### config.mk
export PLATFORM = sky130hd
export DESIGN_NAME = mclk_ratio_detect
export DESIGN_NICKNAME = d
export VERILOG_FILES = /design/src/rtl/mcrd_pkg.sv /design/src/rtl/mcrd_sync.sv /design/src/rtl/mcrd_period_meas.sv /design/src/rtl/mcrd_ratio_qual.sv /design/src/rtl/mcrd_ce_gen.sv /design/src/rtl/mclk_ratio_detect.sv
export SDC_FILE = /design/constraint.sdc
export NUM_CORES = 1
export LEC_CHECK = 0
export ABC_AREA = 1
export BUFFER_PORTS_ARGS = -buffer_cell sky130_fd_sc_hd__buf_2
export CELL_PAD_IN_SITES_DETAIL_PLACEMENT = 1
export CELL_PAD_IN_SITES_GLOBAL_PLACEMENT = 1
export CORE_MARGIN = 10
export CORE_UTILIZATION = 45
export CTS_CLUSTER_DIAMETER = 200
export DETAILED_ROUTE_END_ITERATION = 6
export HOLD_SLACK_MARGIN = 0.06
export PLACE_DENSITY_LB_ADDON = 0.1
export SLEW_MARGIN = 25
export SYNTH_ARGS = -nofsm -noshare
export SYNTH_HDL_FRONTEND = slang
export SYNTH_SLANG_ARGS = --single-unit
### constraint.sdc
create_clock -name clk_i -period 1.5 [get_ports clk_i]
set_input_delay 0.075 -clock clk_i [delete_from_list [all_inputs] [get_ports clk_i]]
set_output_delay 0.075 -clock clk_i [all_outputs]
set_load 0.005 [all_outputs]
### src/rtl/mcrd_pkg.sv
package mcrd_pkg;
  typedef enum logic [1:0] {
    RATIO_NONE = 2'd0,
    RATIO_X1   = 2'd1,
    RATIO_X15  = 2'd2,
    RATIO_X2   = 2'd3
  } ratio_e;
endpackage

### src/rtl/mcrd_sync.sv
module mcrd_sync #(
  parameter int STAGES = 2
) (
  input  logic clk_i,
  input  logic rst_ni,
  input  logic d_i,
  output logic q_o
);
  logic [STAGES-1:0] q;

  generate
    if (STAGES == 1) begin : g_one
      always_ff @(posedge clk_i or negedge rst_ni)
        if (!rst_ni) q <= '0;
        else         q <= d_i;
    end else begin : g_chain
      always_ff @(posedge clk_i or negedge rst_ni)
        if (!rst_ni) q <= '0;
        else         q <= {q[STAGES-2:0], d_i};
    end
  endgenerate

  assign q_o = q[STAGES-1];
endmodule

### src/rtl/mcrd_period_meas.sv
module mcrd_period_meas #(
  parameter int CNT_W = 11
) (
  input  logic             clk_i,
  input  logic             rst_ni,
  input  logic             lvl_i,
  output logic             meas_vld_o,
  output logic [CNT_W-1:0] meas_cnt_o
);
  localparam logic [CNT_W-1:0] CNT_MAX = '1;

  logic             lvl_q;
  logic             seen_q;
  logic [CNT_W-1:0] cnt_q;
  logic             rise;

  assign rise = lvl_i & ~lvl_q;

  always_ff @(posedge clk_i or negedge rst_ni) begin
    if (!rst_ni) begin
      lvl_q      <= 1'b0;
      seen_q     <= 1'b0;
      cnt_q      <= '0;
      meas_vld_o <= 1'b0;
      meas_cnt_o <= '0;
    end else begin
      lvl_q <= lvl_i;
      if (rise) begin
        cnt_q      <= CNT_W'(1);
        seen_q     <= 1'b1;
        meas_vld_o <= seen_q;   // first edge only starts the count
        meas_cnt_o <= cnt_q;
      end else begin
        meas_vld_o <= 1'b0;
        if (cnt_q != CNT_MAX) cnt_q <= cnt_q + CNT_W'(1);
      end
    end
  end
endmodule

### src/rtl/mcrd_ratio_qual.sv
module mcrd_ratio_qual
  import mcrd_pkg::*;
#(
  parameter int CNT_W      = 11,
  parameter int BASE_RATIO = 256
) (
  input  logic             clk_i,
  input  logic             rst_ni,
  input  logic             meas_vld_i,
  input  logic [CNT_W-1:0] meas_cnt_i,
  output logic             locked_o,
  output ratio_e           ratio_o
);
  localparam logic [CNT_W-1:0] LEN_X1  = CNT_W'(BASE_RATIO);
  localparam logic [CNT_W-1:0] LEN_X15 = CNT_W'(BASE_RATIO * 3 / 2);
  localparam logic [CNT_W-1:0] LEN_X2  = CNT_W'(BASE_RATIO * 2);

  ratio_e cls;
  ratio_e prev_q;

  always_comb begin
    cls = RATIO_NONE;
    if (meas_cnt_i == LEN_X1)       cls = RATIO_X1;
    else if (meas_cnt_i == LEN_X15) cls = RATIO_X15;
    else if (meas_cnt_i == LEN_X2)  cls = RATIO_X2;
  end

  always_ff @(posedge clk_i or negedge rst_ni) begin
    if (!rst_ni) begin
      prev_q   <= RATIO_NONE;
      locked_o <= 1'b0;
      ratio_o  <= RATIO_NONE;
    end else if (meas_vld_i) begin
      prev_q <= cls;
      if (cls != RATIO_NONE && cls == prev_q) begin
        locked_o <= 1'b1;
        ratio_o  <= cls;
      end else begin
        locked_o <= 1'b0;
        ratio_o  <= RATIO_NONE;
      end
    end
  end
endmodule

### src/rtl/mcrd_ce_gen.sv
module mcrd_ce_gen
  import mcrd_pkg::*;
(
  input  logic   clk_i,
  input  logic   rst_ni,
  input  logic   locked_i,
  input  ratio_e ratio_i,
  output logic   ce_o
);
  logic [1:0] ph_q;

  always_ff @(posedge clk_i or negedge rst_ni) begin
    if (!rst_ni) begin
      ph_q <= 2'd0;
    end else if (!locked_i) begin
      ph_q <= 2'd0;
    end else begin
      unique case (ratio_i)
        RATIO_X15: ph_q <= (ph_q == 2'd2) ? 2'd0 : ph_q + 2'd1;
        RATIO_X2:  ph_q <= {1'b0, ~ph_q[0]};
        default:   ph_q <= 2'd0;
      endcase
    end
  end

  always_comb begin
    ce_o = 1'b0;
    if (locked_i) begin
      unique case (ratio_i)
        RATIO_X1:  ce_o = 1'b1;
        RATIO_X15: ce_o = (ph_q != 2'd2);
        RATIO_X2:  ce_o = (ph_q == 2'd0);
        default:   ce_o = 1'b0;
      endcase
    end
  end
endmodule

### src/rtl/mclk_ratio_detect.sv
module mclk_ratio_detect
  import mcrd_pkg::*;
#(
  parameter int BASE_RATIO  = 256,
  parameter int SYNC_STAGES = 2
) (
  input  logic       clk_i,
  input  logic       rst_ni,
  input  logic       lrck_i,
  output logic [1:0] ratio_o,
  output logic       locked_o,
  output logic       ce_o
);
  // two spare bits so the count saturates well past the longest legal frame
  localparam int CNT_W = $clog2(2 * BASE_RATIO) + 2;

  logic             lrck_s;
  logic             meas_vld;
  logic [CNT_W-1:0] meas_cnt;
  ratio_e           ratio;

  mcrd_sync #(.STAGES(SYNC_STAGES)) u_sync (
    .clk_i  (clk_i),
    .rst_ni (rst_ni),
    .d_i    (lrck_i),
    .q_o    (lrck_s)
  );

  mcrd_period_meas #(.CNT_W(CNT_W)) u_meas (
    .clk_i      (clk_i),
    .rst_ni     (rst_ni),
    .lvl_i      (lrck_s),
    .meas_vld_o (meas_vld),
    .meas_cnt_o (meas_cnt)
  );

  mcrd_ratio_qual #(.CNT_W(CNT_W), .BASE_RATIO(BASE_RATIO)) u_qual (
    .clk_i      (clk_i),
    .rst_ni     (rst_ni),
    .meas_vld_i (meas_vld),
    .meas_cnt_i (meas_cnt),
    .locked_o   (locked_o),
    .ratio_o    (ratio)
  );

  mcrd_ce_gen u_ce (
    .clk_i    (clk_i),
    .rst_ni   (rst_ni),
    .locked_i (locked_o),
    .ratio_i  (ratio),
    .ce_o     (ce_o)
  );

  assign ratio_o = ratio;
endmodule

==> summary.txt <==
Outcome
  • Status: finished, final reports clean

Logic synthesis
  • Number of synthesized flops with an enable pin: 0
  • Mean Syn Cell Area: 8.46 sq um
  • Top-area cell type share of the netlist area: 0.547
  • Synthesized instance count: 184
  • Syn Nets: 188
  • FFs w/ async S/R, synth: 1.00
  • Largest cells by area after synthesis: dfrtp_1 55%, nand2_1 12%, inv_1 5.8%
  • Synth warn: 0
  • Post-synthesis sequential area ratio: 0.547
  • Top cells by instance count after synthesis: 49 x nand2_1, 34 x dfrtp_1, 24 x inv_1
  • Post-synth top flop: dfrtp_1
  • Syn Std Cell Area: 0.00156 sq mm
  • Count leader, synth: nand2_1
  • Post-synth cell types: 27
  • Top cell type by total area after synthesis: dfrtp_1
  • #FFs+latches synth: 34

STA
  • Clock Skews: 0.00434 ns
  • RSZ-0062 raised after global routing: yes
  • Final hold vios: 0
  • Max Freq: 0.689 GHz
  • Rel. slew slack: 0.718
  • Period utilization: 0.967
  • # setup viols final: 0
  • Final WS setup: 0.0494 ns
  • Worst Tran Pin Value: 0.423 ns
  • Min Tclk post-route: 1.45 ns
  • Slew Limit Fails: 0
  • WHS: 0.288 ns

Placed design
  • GPL Wtd Cong: 0.773
  • PortBufs: 6
  • Dpl ws: -0.0208 ns
  • DP Cell Count: 237
  • Dpl hpwl: 2470 um

CTS
  • Clock Sinks: 34
  • CTS clock-pin slew for the worst setup and hold paths: 0.10 ns
  • Clk_lat worst skew: 0.33 ns
  • CTS Buffer Depth: 2
  • CTS Buf Count: 5
  • CTS tree: done
  • Root buffer cell: clkbuf_4
  • Max H-tree Level: 2

Setup path
  • Crit. End Element: flip-flop
  • WP data arrival: 1.68 ns
  • Crit path largest cell delay: 0.42 ns
  • CP Max Fanout: 4
  • Startpoint types: flip-flop
  • Crit path cell chain: ha_4 -> nand3_4 -> nor2_4 -> nand3_4 -> nor2_4 -> inv_2 -> nand3_1 -> o21ai_1
  • Worst path slowest cell: dfrtp_1
  • CP Class: reg -> reg
  • Worst Path Required: 1.73 ns

GRT
  • Vias in the first global route: 1305
  • Grt total ovfl: 0
  • Largest net degree at the start of global routing: 35
  • Initial antenna violation count: 0
  • First-pass GRT wire length: 6190 um
  • GRT Total Usage: 0.125

Route
  • Post-detailed-route DRC marker count: 0
  • 1st-iter DRT viols: 53
  • Via/cell ratio: 5.02
  • Avg WL per Cell: 13.9 um
  • Detailed Route WL: 3490 um
  • Antenna Nets Post-Route: 0
  • Vias: 1259
  • Drt first pass iters: 4

Floorplanning
  • # rows: 21
  • DIE HEIGHT: 78.8 um
  • Die ar.: 0.00621 sq mm
  • Initial Util: 0.466
  • I/O pin total: 7
  • Core area: 0.00334 sq mm
  • Die width: 78.8 um

Pwr
  • Power per cell area: 1080 mW/mm^2
  • Max IR drop VDD: 0.000541 V
  • Leakage: 0.852 nW
  • Overall Power: 1.96 mW

Cells and area
  • Finished Layout Cells: 251
  • Area delta synth->final: 16.8%
  • Layout cells sized above 1: 0.185
  • # nets final: 208
  • # diodes: 0

Job
  • Total of max-cap violations: 0

Hold path
  • Hold Path Class: in -> async
-- logic make-up after synthesis --
family / count (synthesis) / share of synthesized area
buffers and inverters: 27 / 0.0659
AO/OA/AOI/OAI: 33 / 0.123
flip-flops: 34 / 0.547
adder cells (fa/ha/maj): 1 / 0.00804
AND/OR/NAND/NOR: 87 / 0.245
XOR/XNOR: 2 / 0.0113
-- flip-flops by register name, summed over array words and instances (netlist names) --
register	count
u_ce.ph_q	2
u_meas.cnt_q	11
u_meas.lvl_q	1
u_meas.meas_cnt_o	11
u_meas.meas_vld_o	1
u_meas.seen_q	1
u_qual.locked_o	1
u_qual.prev_q	2
u_qual.ratio_o	2
u_sync.q	2
-- layout by cell type (no fill, tap or decap), types with 4 or more instances in the layout --
cell type / count
nand2_1: 47
dfrtp_1: 34
inv_1: 22
o21ai_0: 16
nor2_1: 12
nand3_1: 12
buf_4: 7
buf_2: 6
clkbuf_4: 5
nor2_2: 4
a21oi_1: 4
-- timing repair --
action / CTS / global route
hold endpoints to repair: 35 / 0
pin swaps: 0 / 4
gates resized for setup: 1 / 12
hold buffers: 2 / 0
setup endpoints to repair: 2 / 13
buffers inserted: 1 / 3
-- cell type report --
type,instances,area [sq um]
clock buffers,7,55.1
flip-flops and latches,34,851
clock inverters,1,5.00
fillers,421,1520
well taps,46,57.6
multi-input cells,123,653
repair buffers,15,103
inverters,25,93.8
-- layer usage --
layer  global-route usage  vias up  share of wire
met5                    0        -              0
met4               0.0645        0          0.021
met3               0.0304        8          0.025
met2                0.201       13           0.50
met1                0.153      605           0.46
li1                     -      633              -
-- worst max-delay path, delay by kind of cell, from the launching register on --
family | cells | cell delay, ns
AO/OA/AOI/OAI | 1 | 0.07
adder cells (fa/ha/maj) | 1 | 0.18
buffers and inverters | 1 | 0.08
flip-flops | 1 | 0.42
AND/OR/NAND/NOR | 5 | 0.60
-- per-stage QoR --
stage / instance area (sq um) / utilization / setup TNS (ns)
final: 1820 / 0.545 / 0
after CTS: 1750 / 0.525 / 0
after detailed placement: 1660 / 0.497 / -0.0381
after global placement: 1660 / 0.497 / 0
after floorplan: 1560 / - / 0
after global routing: 1820 / 0.545 / -0.0897
-- path summary, 6_finish.rpt --
path	startpoint	end	slack, ns	depth (start not counted)
max reg2reg	u_meas.cnt_q[1]$_DFFE_PN0P_	u_meas.cnt_q[1]$_DFFE_PN0P_	0.05	8
max	u_meas.cnt_q[1]$_DFFE_PN0P_	u_meas.cnt_q[1]$_DFFE_PN0P_	0.05	8
max in group asynchronous	rst_ni	u_sync.q[0]$_DFF_PN0_	0.91	3
min	rst_ni	u_meas.cnt_q[7]$_DFFE_PN0P_	0.29	3
min reg2reg	u_sync.q[0]$_DFF_PN0_	u_sync.q[1]$_DFF_PN0_	0.37	0
min in group clk_i	u_sync.q[0]$_DFF_PN0_	u_sync.q[1]$_DFF_PN0_	0.37	0
-- power breakdown --
group	total [mW]	internal, mW	leakage [nW]	switching, mW
Clock	0.532	0.227	0.0353	0.304
Combinational	0.320	0.127	0.366	0.192
Sequential	1.11	1.01	0.450	0.104
Total	1.96	1.36	0.852	0.601
Power figures use the tool's default switching activity.
